`src/rtl/ich_pkg.sv`:
```
package ich_pkg;
  parameter int unsigned DEF_WIDTH  = 8;
  parameter int unsigned DEF_STAGES = 2;

  typedef enum logic [0:0] {
    ST_FILL  = 1'b0,
    ST_ARMED = 1'b1
  } ref_state_e;
endpackage

```
`src/rtl/ich_sync.sv`:
```
module ich_sync #(
  parameter int unsigned WIDTH  = ich_pkg::DEF_WIDTH,
  parameter int unsigned STAGES = ich_pkg::DEF_STAGES
) (
  input  logic             clk_i,
  input  logic             rst_ni,
  input  logic [WIDTH-1:0] d_i,
  output logic [WIDTH-1:0] q_o
);
  logic [WIDTH-1:0] stg_q [STAGES];

  for (genvar s = 0; s < STAGES; s++) begin : g_stage
    if (s == 0) begin : g_first
      always_ff @(posedge clk_i or negedge rst_ni) begin
        if (!rst_ni) stg_q[s] <= '0;
        else         stg_q[s] <= d_i;
      end
    end else begin : g_next
      always_ff @(posedge clk_i or negedge rst_ni) begin
        if (!rst_ni) stg_q[s] <= '0;
        else         stg_q[s] <= stg_q[s-1];
      end
    end
  end

  assign q_o = stg_q[STAGES-1];
endmodule

```
`src/rtl/ich_ref_reg.sv`:
```
module ich_ref_reg #(
  parameter int unsigned WIDTH  = ich_pkg::DEF_WIDTH,
  parameter int unsigned STAGES = ich_pkg::DEF_STAGES
) (
  input  logic             clk_i,
  input  logic             rst_ni,
  input  logic [WIDTH-1:0] sync_i,
  input  logic             rd_i,
  output logic [WIDTH-1:0] ref_o,
  output logic             armed_o
);
  import ich_pkg::*;

  localparam int unsigned CW = $clog2(STAGES + 1);

  ref_state_e       st_q;
  logic [CW-1:0]    cnt_q;
  logic [WIDTH-1:0] ref_q;

  // first load once the synchroniser holds real pin data
  always_ff @(posedge clk_i or negedge rst_ni) begin
    if (!rst_ni) begin
      st_q  <= ST_FILL;
      cnt_q <= '0;
      ref_q <= '0;
    end else begin
      unique case (st_q)
        ST_FILL: begin
          if (cnt_q == CW'(STAGES)) begin
            ref_q <= sync_i;
            st_q  <= ST_ARMED;
          end else begin
            cnt_q <= cnt_q + 1'b1;
          end
        end
        ST_ARMED: begin
          if (rd_i) ref_q <= sync_i;
        end
        default: st_q <= ST_FILL;
      endcase
    end
  end

  assign ref_o   = ref_q;
  assign armed_o = (st_q == ST_ARMED);
endmodule

```
`src/rtl/ich_cmp.sv`:
```
module ich_cmp #(
  parameter int unsigned WIDTH = ich_pkg::DEF_WIDTH
) (
  input  logic [WIDTH-1:0] sync_i,
  input  logic [WIDTH-1:0] ref_i,
  input  logic [WIDTH-1:0] dir_i,
  input  logic             armed_i,
  output logic             hit_o
);
  logic [WIDTH-1:0] diff;

  // output pins are masked; dir is not registered so a 0->1 flip acts at once
  for (genvar b = 0; b < WIDTH; b++) begin : g_bit
    assign diff[b] = dir_i[b] & (sync_i[b] ^ ref_i[b]);
  end

  assign hit_o = armed_i & (|diff);
endmodule

```
`src/rtl/ich_detect.sv`:
```
module ich_detect #(
  parameter int unsigned WIDTH       = ich_pkg::DEF_WIDTH,
  parameter int unsigned SYNC_STAGES = ich_pkg::DEF_STAGES
) (
  input  logic             clk_i,
  input  logic             rst_ni,
  input  logic [WIDTH-1:0] pins_i,
  input  logic [WIDTH-1:0] dir_i,
  input  logic             rd_strobe_i,
  output logic [WIDTH-1:0] port_val_o,
  output logic             int_pd_o
);
  logic [WIDTH-1:0] pin_sync;
  logic [WIDTH-1:0] ref_val;
  logic             armed;

  ich_sync #(.WIDTH(WIDTH), .STAGES(SYNC_STAGES)) u_sync (
    .clk_i (clk_i),
    .rst_ni(rst_ni),
    .d_i   (pins_i),
    .q_o   (pin_sync)
  );

  ich_ref_reg #(.WIDTH(WIDTH), .STAGES(SYNC_STAGES)) u_ref (
    .clk_i  (clk_i),
    .rst_ni (rst_ni),
    .sync_i (pin_sync),
    .rd_i   (rd_strobe_i),
    .ref_o  (ref_val),
    .armed_o(armed)
  );

  ich_cmp #(.WIDTH(WIDTH)) u_cmp (
    .sync_i (pin_sync),
    .ref_i  (ref_val),
    .dir_i  (dir_i),
    .armed_i(armed),
    .hit_o  (int_pd_o)
  );

  assign port_val_o = ref_val;
endmodule

```
`config.mk`:
```
export PLATFORM = sky130hd
export DESIGN_NAME = ich_detect
export DESIGN_NICKNAME = d
export VERILOG_FILES = /design/src/rtl/ich_pkg.sv /design/src/rtl/ich_sync.sv /design/src/rtl/ich_ref_reg.sv /design/src/rtl/ich_cmp.sv /design/src/rtl/ich_detect.sv
export SDC_FILE = /design/constraint.sdc
export NUM_CORES = 1
export LEC_CHECK = 0
export ABC_CLOCK_PERIOD_IN_PS = 2000
export BUFFER_PORTS_ARGS = -buffer_cell sky130_fd_sc_hd__buf_2
export CAP_MARGIN = 20
export CORE_MARGIN = 10
export CORE_UTILIZATION = 48
export CTS_CLUSTER_DIAMETER = 120
export CTS_CLUSTER_SIZE = 20
export DETAILED_ROUTE_END_ITERATION = 6
export GPL_ROUTABILITY_DRIVEN = 1
export HOLD_SLACK_MARGIN = 0.12
export PLACE_DENSITY = 0.75
export REMOVE_ABC_BUFFERS = 1
export SLEW_MARGIN = 20
export SYNTH_ARGS = -nofsm -noshare
export SYNTH_HDL_FRONTEND = slang
export SYNTH_SLANG_ARGS = --single-unit
```
`constraint.sdc`:
```
create_clock -name clk_i -period 2 [get_ports clk_i]
set_clock_uncertainty 0.2 [all_clocks]
set_input_delay 0.1 -clock clk_i [delete_from_list [all_inputs] [get_ports clk_i]]
set_output_delay 0.1 -clock clk_i [all_outputs]
set_load 0.005 [all_outputs]
```
==> metrics.md, run 1 <==
| Metric | Value |
|---|---|
| Largest net degree at the start of global routing | 28 |
| Crit path cell chain | xor2_1, a22oi_1, a41oi_1, buf_2 |
| Pin slew with the least headroom to its limit | 0.5584 ns |
| Core box area | 1802 sq um |
| Path category of the worst min-delay check | reg2reg |
| Largest fanout on the critical path | 3 |
| Flop and latch count out of synthesis | 27 |
| H-tree levels | 1 |
| Final Critical Period | 1.703 ns |
| Length of the first detailed-routing pass in iterations | 2 |
| Count of buffers from port buffering | 27 |
| Final net count | 120 |
| Vias per cell | 4.637 |
| Number of violations reported at the end of detailed-routing iteration 0 | 5 |
| Achievable frequency | 587.3 MHz |
| Clock latency at the later pin of the worst-skew pair | 0.31 ns |
| Power per Cell Area | 748.6 nW/um^2 |
| Non-Filler Cell Area, Final | 1246 sq um |
| Final Core Density | 0.6917 |
| Worst-case hold slack | 0.1675 ns |
| Data arrival at the endpoint of the critical path | 1.40 ns |
| # setup viols final | 0 |
| Yosys warnings | 0 |
| Master cell of the clock root buffer | clkbuf_4 |
| RSZ-0062 raised after global routing | false |
| Maximum number of buffers from clock root to sink | 2 |
| Routed wirelength normalized by instance count | 14.09 microns |
| Period utilisation layout | 0.8514 |
| Area of the multi-input gates | 255.2 sq um |
| Startpoint types | flop |
| Setup Crit Path Kind | reg2out |
| Horizontal die dimension | 64.31 microns |
| Total CTS buffers | 3 |
| Routed WL | 1747 microns |
| Post-detailed-placement cell area | 1109 sq um |
| Internal power of the cells | 0.0007226 W |
| Total grt overflow | 0 |
| Number of max-cap violations | 0 |
| Count of clock tree sinks | 27 |
| Headroom to the max-slew limit | 0.6277 |
| CTS tree | done |
| Relative contribution of sequential cells to total power | 0.643 |
| CP max-delay cell | dfrtp_1 |
| # IOs | 28 |
| Area delta synth->final | 32.27% |
| Fraction of layout cells with a size suffix above 1 | 0.4040 |
| Post_cts resized | 0 |
| CTS clock-pin slew for the worst setup and hold paths | 0.14 ns |
| DIE AREA | 4135 sq um |
| Instance count of the mapped netlist | 57 |
| Combined area of all synthesized cells | 942.2 sq um |
| Diodes inserted | 0 |
| Final Hold Vio Count | 0 |
| Part of the power in the clock network | 0.234 |
| Area taken by flip-flops and latches | 675.6 sq um |
| Switching power share of the total | 0.2254 |
| Number of max-slew violations in the final report | 0 |
| Weighted congestion reported at the end of routability-driven placement | 0.6999 |
| Per-instance average area after synthesis | 16.53 sq um |
| Number of library cell types mapped by synthesis | 11 |
| Endpoint type of the worst setup path | output pin |
| Initial antenna violation count | 0 |
| Required time worst endpoint | 1.70 ns |
| Lkg Pwr | 0.5854 nW |
| Maximum resistive drop on vdd | 0.0006050 V |
| Share of synthesized area occupied by flip-flops and latches | 0.7171 |
| Total via count in the routed design | 575 |
| Number of remaining DRC errors | 0 |
| Vias in the first global route | 627 |
| Antenna violation net count after detailed routing | 0 |
| HPWL after detailed placement | 1338 microns |
| Switching component of the power | 0.0002103 W |
| Aggregate negative setup slack | 0 ns |
| Maximum single-stage delay on the critical path | 0.43 ns |
| Global-route wire length before repair | 2904 microns |
| Total Routing Usage GR | 0.08974 |
| Overall power of the completed layout | 0.0009329 W |
| Total of fill cells in the finished design | 144 |
| Starting density of the core | 0.5229 |
| Die height | 64.31 microns |
| Total number of placement rows | 15 |
| Run status | completed |
| Part of the power in combinational logic | 0.123 |
-- repair_timing --
item / 4_1_cts / 5_1_grt
buffers inserted: 0 / 0
hold endpoints to repair: 43 / 0
hold buffers: 11 / 0
-- cell usage in the layout, fill, tap and decap left out --
cell and instances:
mux2i_4 1, buf_2 27, a41oi_1 1, a22oi_1 4
clkinv_2 1, dlygate4sd3_1 11, xor2_1 8, inv_1 3
ha_1 1, a21oi_1 1, xnor2_1 1, nor2_1 2
clkbuf_4 3, dfrtp_1 27, mux2_2 8
-- power groups by stage --
| stage | Sequential (W) | Clock (W) | Combinational (W) |
|---|---|---|---|
| 2_1_floorplan | 0.000609 | 0 | 0.0000445 |
| 3_3_place_gp | 0.000609 | 0 | 0.0000991 |
| 3_5_place_dp | 0.000611 | 0 | 0.000102 |
| 4_1_cts | 0.000601 | 0.000229 | 0.000118 |
| 5_1_grt | 0.000606 | 0.000256 | 0.000129 |
| 6_report | 0.000600 | 0.000218 | 0.000115 |
-- area by class of cell --
cell class / instances / area share
Timing Repair Buffer: 38 / 0.1968
Tap cell: 25 / 0.02510
Multi-Input combinational cell: 27 / 0.2048
Clock buffer: 3 / 0.01807
Inverter: 3 / 0.009036
Clock inverter: 1 / 0.004016
Sequential cell: 27 / 0.5422
-- cells by family after synthesis --
group / after synthesis / synth area share
flip-flops: 27 / 0.7171
adder cells (fa/ha/maj): 1 / 0.01328
AND/OR/NAND/NOR: 2 / 0.007971
buffers and inverters: 3 / 0.01195
AO/OA/AOI/OAI: 6 / 0.04648
XOR/XNOR: 9 / 0.08367
multiplexers: 9 / 0.1195
-- path summary, 6_finish.rpt --
check	endpoint	depth (start not counted)	slack, ns	start
worst max-delay path	int_pd_o	4	0.30	u_ref.ref_o[6]
min in group asynchronous	u_sync.stg_q[15]	3	0.62	rst_ni
worst max register to register	u_ref.ref_o[1]	4	0.32	u_ref.cnt_q[0]
max in group asynchronous	u_sync.stg_q[9]	3	0.60	rst_ni
worst min-delay path	u_sync.q_o[7]	0	0.17	u_sync.stg_q[15]
worst min register to register	u_sync.q_o[7]	0	0.17	u_sync.stg_q[15]
-- per-layer routing --
| metal | GRT usage | routed length [microns] | vias up |
|---|---|---|---|
| met5 | 0 | 0 | - |
| met4 | 0.04011 | 10 | 0 |
| met3 | 0.02613 | 93 | 2 |
| met2 | 0.1700 | 979 | 13 |
| met1 | 0.08678 | 662 | 281 |
| li1 | - | - | 279 |
-- sequential cells by signal, summed over array words and instances, names as in the netlist --
register and cells:
u_ref.armed_o 1, u_ref.cnt_q 2, u_ref.ref_o 8, u_sync.q_o 8
u_sync.stg_q 8
-- through the flow --
step,setup WS [ns],cells
final,0.2972,124
after global placement,0.4161,109
after CTS,0.2642,124
after floorplan,0.4824,57
after global routing,0.1338,124
after detailed placement,0.3270,109
-- synthesized netlist by cell type --
master / instances / area (sq um)
a41oi_1: 1 / 8.760
xnor2_1: 1 / 8.760
mux2i_4: 1 / 22.52
dfrtp_1: 27 / 675.7
a21oi_1: 1 / 5.000
xor2_1: 8 / 70.07
ha_1: 1 / 12.51
a22oi_1: 4 / 30.03
mux2_2: 8 / 90.09
inv_1: 3 / 11.26
nor2_1: 2 / 7.510
-- worst max-delay path: cells and delay by family, from the launching register on --
kind,cells,cell delay [ns]
buffers and inverters,1,0.15
DFF,1,0.43
AOI/OAI and AO/OA,2,0.35
xor gates and xnor gates,1,0.17
Power figures use the tool's default switching activity.
==> run 2: changes to the inputs <==
CORE_UTILIZATION = 49   (was 48)
PLACE_DENSITY = 0.76   (was 0.75)
SYNTH_HIERARCHICAL = 1   (was default)
==> run 2 against run 1 <==
Against the previous run: final cell count rose by 0.81%; die area rose by 2.9%; design area rose by 0.50%; register-to-register slack improved by 0.03 ns; fmax fell by 3.4%; setup slack got worse by 0.060 ns; core utilization fell by 5.3 points; clock-buffer cell count did not move; sequential power barely moved; sequential share of layout area fell by 0.27 points; synthesized cell count rose by 12%; largest cell class unchanged.
==> metrics.md, run 2 <==
| Metric | Value |
|---|---|
| Post-detailed-placement cell area | 1111 sq um (+0.23%) |
| Most instantiated library cell after synthesis | dfrtp_1 |
| Antenna violation net count after detailed routing | 0 (unchanged) |
| Number of max-slew violations in the final report | 0 (unchanged) |
| CTS clock-pin slew for the worst setup and hold paths | 0.16 ns (+0.02 ns) |
| Core box area | 1962 sq um (+8.9%) |
| Clock latency at the later pin of the worst-skew pair | 0.33 ns (+0.02 ns) |
| Worst-case hold slack | 0.1674 ns (-0.00006800 ns) |
| Depth of the worst hold-timing path | 0 (unchanged) |
| Total CTS buffers | 3 (unchanged) |
| Global-route wire length before repair | 2967 microns (+2.2%) |
| Part of the power in the clock network | 0.259 (+0.025) |
| Power per Cell Area | 771.4 nW/um^2 (+3.0%) |
| Routed wirelength normalized by instance count | 14.23 microns (+1.0%) |
| Internal power of the cells | 0.0007298 W (+0.99%) |
| Routed WL | 1779 microns (+1.8%) |
| Starting density of the core | 0.5108 (-0.01208) |
| Total number of placement rows | 16 (+1) |
| Leading area contributor after synthesis | dfrtp_1 |
| Switching component of the power | 0.0002363 W (+12%) |
| Total grt overflow | 0 (unchanged) |
| Required time worst endpoint | 1.70 ns (about the same) |
| Ys async rst share | 1.000 (unchanged) |
| Dominant synthesized flop cell | dfrtp_1 |
| Total Routing Usage GR | 0.08877 (-0.0009717) |
| Vias per cell | 4.600 (-0.80%) |
| Setup Crit Path Kind | reg2out |
| RSZ-0062 raised after global routing | false |
| CTS tree | done |
| Final Critical Period | 1.763 ns (+0.06009 ns) |
| Commonest cells after routing, fill and taps aside | buf_2 (27), dfrtp_1 (27), dlygate4sd3_1 (11), xor2_1 (8), mux2_2 (8) |
| Total via count in the routed design | 575 (unchanged) |
| # IOs | 28 (unchanged) |
| Data arrival at the endpoint of the critical path | 1.46 ns (+0.06 ns) |
| Instance count of the mapped netlist | 64 (+12%) |
| Period utilisation layout | 0.8815 (+0.03004) |
| Area delta synth->final | 24.97% |
| Vias in the first global route | 663 (+5.7%) |
| Count of buffers from port buffering | 27 (unchanged) |
| Initial antenna violation count | 0 (unchanged) |
| Part of the power in combinational logic | 0.120 (-0.003) |
| Combined area of all synthesized cells | 1002 sq um (+6.4%) |
| Final net count | 119 (-0.83%) |
| Total of fill cells in the finished design | 164 (+14%) |
| Startpoint types | flop |
| Master cell of the clock root buffer | clkbuf_4 |
| Switching power share of the total | 0.2446 (+0.01926) |
| Length of the first detailed-routing pass in iterations | 2 (unchanged) |
| Maximum number of buffers from clock root to sink | 2 (unchanged) |
| Horizontal die dimension | 65.23 microns (+1.4%) |
| Pin slew with the least headroom to its limit | 0.5904 ns (+0.03201 ns) |
| Run status | completed |
| Endpoint type of the worst setup path | output pin |
| Yosys warnings | 6 (+6) |
| Worst setup slack after placement | 0.3498 ns (+0.02283 ns) |
| Non-Filler Cell Area, Final | 1252 sq um (+0.50%) |
| Post-synth top area share | 0.6742 (-0.04297) |
| Number of max-cap violations | 0 (unchanged) |
| Achievable frequency | 567.2 MHz (-3.4%) |
| Number of violations reported at the end of detailed-routing iteration 0 | 11 (+6) |
| Headroom to the max-slew limit | 0.6064 (-0.02134) |
| Worst Reg2Reg Path Length in Cells | 4 (unchanged) |
| Die height | 65.23 microns (+1.4%) |
| Top cells by area in the synthesized netlist | dfrtp_1 (67%), mux2_2 (9.0%), xor2_1 (7.0%) |
| Number of library cell types mapped by synthesis | 12 (+1) |
| Share of synthesized area occupied by flip-flops and latches | 0.6742 (-0.04297) |
| Post-route setup slack | 0.2371 ns (-0.06009 ns) |
| Number of remaining DRC errors | 0 (unchanged) |
| Relative contribution of sequential cells to total power | 0.620 (-0.023) |
| Cell types with the highest counts after synthesis | dfrtp_1 (27), buf_4 (8), mux2_2 (8), xor2_1 (8), a22oi_1 (4) |
| Post_cts resized | 0 (unchanged) |
| Diodes inserted | 0 (unchanged) |
| # setup viols final | 0 (unchanged) |
| Largest net degree at the start of global routing | 28 (unchanged) |
| Final Hold Vio Count | 0 (unchanged) |
| Flop and latch count out of synthesis | 27 (unchanged) |
| Largest fanout on the critical path | 3 (unchanged) |
| H-tree levels | 1 (unchanged) |
| Post-synth EDFFs | 0 (unchanged) |
| DIE AREA | 4254 sq um (+2.9%) |
| Aggregate negative setup slack | 0 ns (unchanged) |
| Fraction of layout cells with a size suffix above 1 | 0.4184 (+0.01433) |
| Per-instance average area after synthesis | 15.66 sq um (-5.3%) |
| Maximum resistive drop on vdd | 0.0006285 V (+3.9%) |
| Count of clock tree sinks | 27 (unchanged) |
| Final Core Density | 0.6384 (-0.05327) |
| Path category of the worst min-delay check | reg2reg |
| Weighted congestion reported at the end of routability-driven placement | 0.6706 (-4.2%) |
| Lkg Pwr | 0.5855 nW (about the same) |
-- run 2: metrics by stage --
step / instances / total power [W]
6_report: 125 / 0.0009661
4_1_cts: 125 / 0.0009824
5_1_grt: 125 / 0.001023
2_1_floorplan: 56 / 0.0006538
3_3_place_gp: 110 / 0.0007088
3_5_place_dp: 110 / 0.0007125
-- run 2: kinds of logic after synthesis --
logic type / synth area share
fa+ha+maj: 0.01248
xor+xnor: 0.07866
compound gates: 0.04869
mux: 0.1124
buf+inv: 0.06742
simple gates: 0.006246
flops: 0.6742
-- run 2: per-layer routing --
| layer | wire [microns] | global-route usage |
|---|---|---|
| met2 | 886 | 0.1500 |
| met1 | 689 | 0.09128 |
| met5 | 0 | 0 |
| met3 | 196 | 0.06271 |
| met4 | 6 | 0.008021 |
-- run 2: worst paths after layout --
path | startpoint | end | slack, ns
max | u_ref/ref_o[7] | int_pd_o | 0.24
min | u_sync/stg_q[12] | u_sync/q_o[4] | 0.17
max reg2reg | u_ref/cnt_q[0] | u_ref/ref_o[5] | 0.35
min reg2reg | u_sync/stg_q[12] | u_sync/q_o[4] | 0.17
max in group asynchronous | rst_ni | u_ref/armed_o | 0.59
min in group asynchronous | rst_ni | u_sync/stg_q[13] | 0.61
-- run 2: critical path, stage by stage, from the launching register on --
cell,delay (ns)
dfrtp_1,0.43
xor2_1,0.17
a22oi_1,0.24
a41oi_1,0.15
buf_2,0.15
-- run 2: what timing repair did --
item / in CTS / in global routing
hold buffers: 11 / 0
hold endpoints to repair: 43 / 0
setup buffers: 0 / 0
-- run 2: final cells by class --
type                            count  area, sq um  share of cell area
Sequential cell                    27        675.6              0.5395
Multi-Input combinational cell     27        259.0              0.2068
Timing Repair Buffer               38        245.2              0.1958
Tap cell                           27        33.78             0.02697
Clock buffer                        3        22.52             0.01798
Clock inverter                      1        8.758            0.006993
Inverter                            2        7.507            0.005994
-- run 2: power groups by stage --
| stage | registers, W | logic [W] | clock network (W) |
|---|---|---|---|
| finish | 0.000599 | 0.000116 | 0.000250 |
| global route | 0.000605 | 0.000129 | 0.000289 |
| CTS | 0.000600 | 0.000119 | 0.000263 |
| detailed placement | 0.000611 | 0.000102 | 0 |
| global placement | 0.000609 | 0.0000995 | 0 |
| floorplan | 0.000609 | 0.0000445 | 0 |
==> run 3: changes to the inputs <==
CORE_UTILIZATION = 25   (was 49)
PLACE_DENSITY = default   (was 0.76)
==> run 3 against run 2 <==
Against the previous run: worst hold slack got worse by 0.015 ns; clock-buffer cell count increased by 1; non-clock buffer count decreased by 1; register-to-register slack got worse by 0.05 ns; combinational power about the same; die area increased by 63%; first-iteration DRC count increased to 2.6 times the previous value; setup slack improved by 0.046 ns; core utilization decreased by 30 points; largest cell class unchanged; highest routed layer unchanged.
==> metrics.md, run 3 (synthesized netlist as in run 2, its figures left out) <==
| Metric | Value |
|---|---|
| Total CTS buffers | 3 (unchanged) |
| Worst setup slack after placement | 0.3070 ns (-0.04281 ns) |
| Global-route wire length before repair | 3084 microns (+3.9%) |
| Commonest cells after routing, fill and taps aside | buf_2 (27), dfrtp_1 (27), dlygate4sd3_1 (10), xor2_1 (8), mux2_2 (8) |
| Headroom to the max-slew limit | 0.6167 (+0.01036) |
| Endpoint type of the worst setup path | output pin |
| Routed wirelength normalized by instance count | 12.68 microns (-11%) |
| Largest net degree at the start of global routing | 28 (unchanged) |
| Starting density of the core | 0.2658 (-0.2451) |
| Final net count | 118 (-0.84%) |
| Diodes inserted | 0 (unchanged) |
| Lkg Pwr | 0.5857 nW (about the same) |
| Core box area | 3771 sq um (+92%) |
| Maximum number of buffers from clock root to sink | 2 (unchanged) |
| Count of clock tree sinks | 27 (unchanged) |
| Length of the first detailed-routing pass in iterations | 4 (+2) |
| Master cell of the clock root buffer | clkbuf_8 |
| RSZ-0062 raised after global routing | false |
| Setup Crit Path Kind | reg2out |
| Data arrival at the endpoint of the critical path | 1.42 ns (-0.04 ns) |
| Antenna violation net count after detailed routing | 0 (unchanged) |
| Area delta synth->final | 27.97% |
| # setup viols final | 0 (unchanged) |
| Total grt overflow | 0 (unchanged) |
| Die height | 83.32 microns (+28%) |
| Total of fill cells in the finished design | 360 (+120%) |
| Largest fanout on the critical path | 3 (unchanged) |
| Final Hold Vio Count | 0 (unchanged) |
| Vias in the first global route | 632 (-4.7%) |
| Post_cts resized | 0 (unchanged) |
| Pin slew with the least headroom to its limit | 0.5749 ns (-0.01553 ns) |
| Number of max-slew violations in the final report | 0 (unchanged) |
| H-tree levels | 1 (unchanged) |
| Final Critical Period | 1.717 ns (-0.04615 ns) |
| Startpoint types | flop |
| Required time worst endpoint | 1.70 ns (about the same) |
| Clock latency at the later pin of the worst-skew pair | 0.26 ns (-0.07 ns) |
| CTS clock-pin slew for the worst setup and hold paths | 0.08 ns (-0.08 ns) |
| Number of violations reported at the end of detailed-routing iteration 0 | 29 (+18) |
| Total number of placement rows | 22 (+6) |
| Post-route setup slack | 0.2832 ns (+0.04615 ns) |
| Vias per cell | 3.931 (-15%) |
| Number of remaining DRC errors | 0 (unchanged) |
| Area taken by flip-flops and latches | 675.6 sq um (unchanged) |
| HPWL after detailed placement | 1410 microns |
| Number of setup buffers added after CTS | 0 (unchanged) |
| Run status | completed |
| Period utilisation layout | 0.8584 (-0.02307) |
| Weighted congestion reported at the end of routability-driven placement | 0.6249 (-6.8%) |
| Routed WL | 1839 microns (+3.4%) |
| CTS tree | done |
| Achievable frequency | 582.5 MHz (+2.7%) |
| Aggregate negative setup slack | 0 ns (unchanged) |
| # IOs | 28 (unchanged) |
| Power per Cell Area | 784.8 nW/um^2 (+1.7%) |
| Count of buffers from port buffering | 27 (unchanged) |
| Path category of the worst min-delay check | reg2reg |
| Total Routing Usage GR | 0.05530 (-0.03347) |
| Maximum resistive drop on vdd | 0.0002712 V (-57%) |
| Total via count in the routed design | 570 (-0.87%) |
| Horizontal die dimension | 83.32 microns (+28%) |
| Number of max-cap violations | 0 (unchanged) |
| Area of the multi-input gates | 259.0 sq um (unchanged) |
| DIE AREA | 6941 sq um (+63%) |
| Number of hold buffers added after cts | 10 (-1) |
| Initial antenna violation count | 0 (unchanged) |
| Fraction of layout cells with a size suffix above 1 | 0.4124 (-0.005996) |
-- run 3: cell count changes in the layout (fill, tap and decap cells not counted), sizes merged --
cell,previous run,this run
clkbuf,3,4
dlygate4sd3,11,10
inv,3,2
-- run 3: worst paths after layout --
| kind | startpoint | to | slack, ns | cells after the start |
|---|---|---|---|---|
| max reg2reg | u_ref/cnt_q[0] | u_ref/ref_o[6] | 0.30 | 4 |
| min reg2reg | u_sync/stg_q[14] | u_sync/q_o[6] | 0.15 | 0 |
| min in group asynchronous | rst_ni | u_ref/cnt_q[0] | 0.18 | 2 |
| max in group asynchronous | rst_ni | u_sync/stg_q[13] | 1.04 | 2 |
| max | u_ref/ref_o[7] | int_pd_o | 0.28 | 4 |
| min | u_sync/stg_q[14] | u_sync/q_o[6] | 0.15 | 0 |
-- run 3: where the power goes --
group	switching, W	total, W	internal (W)
sequential	0.0000213	0.000599	0.000578
combinational	0.0000479	0.000116	0.0000685
clock	0.000149	0.000291	0.000142
-- run 3: layer usage --
metal / global-route usage / vias to the layer above / share of wire
met2: 0.07961 / 17 / 0.46
met3: 0.02148 / 2 / 0.049
met5: 0 / - / 0
li1: - / 277 / -
met1: 0.06945 / 274 / 0.48
met4: 0.02769 / 0 / 0.0054
-- run 3: through the flow --
| stage | std cells | utilization | cell area [sq um] | hold slack, ns | total power [W] |
|---|---|---|---|---|---|
| after floorplan | 56 | - | 942.2 | -0.3956 | 0.0006538 |
| after global routing | 145 | 0.3401 | 1282 | 0.1610 | 0.001070 |
| after CTS | 145 | 0.3401 | 1282 | 0.1557 | 0.001033 |
| after global placement | 131 | 0.3016 | 1137 | -0.07674 | 0.0007118 |
| after detailed placement | 131 | 0.3016 | 1137 | -0.06764 | 0.0007162 |
| final | 145 | 0.3401 | 1282 | 0.1528 | 0.001006 |
-- run 3: area by class of cell --
| type | instances | share of cell area |
|---|---|---|
| clock buffers | 4 | 0.03512 |
| inverters | 2 | 0.005854 |
| multi-input cells | 27 | 0.2020 |
| flip-flops and latches | 27 | 0.5268 |
| well taps | 48 | 0.04683 |
| repair buffers | 37 | 0.1834 |
-- run 3: critical path: stages, from the launching register on --
cell and delay (ns):
dfrtp_1 0.41, xor2_1 0.17, a22oi_1 0.28, a41oi_1 0.15
buf_2 0.15
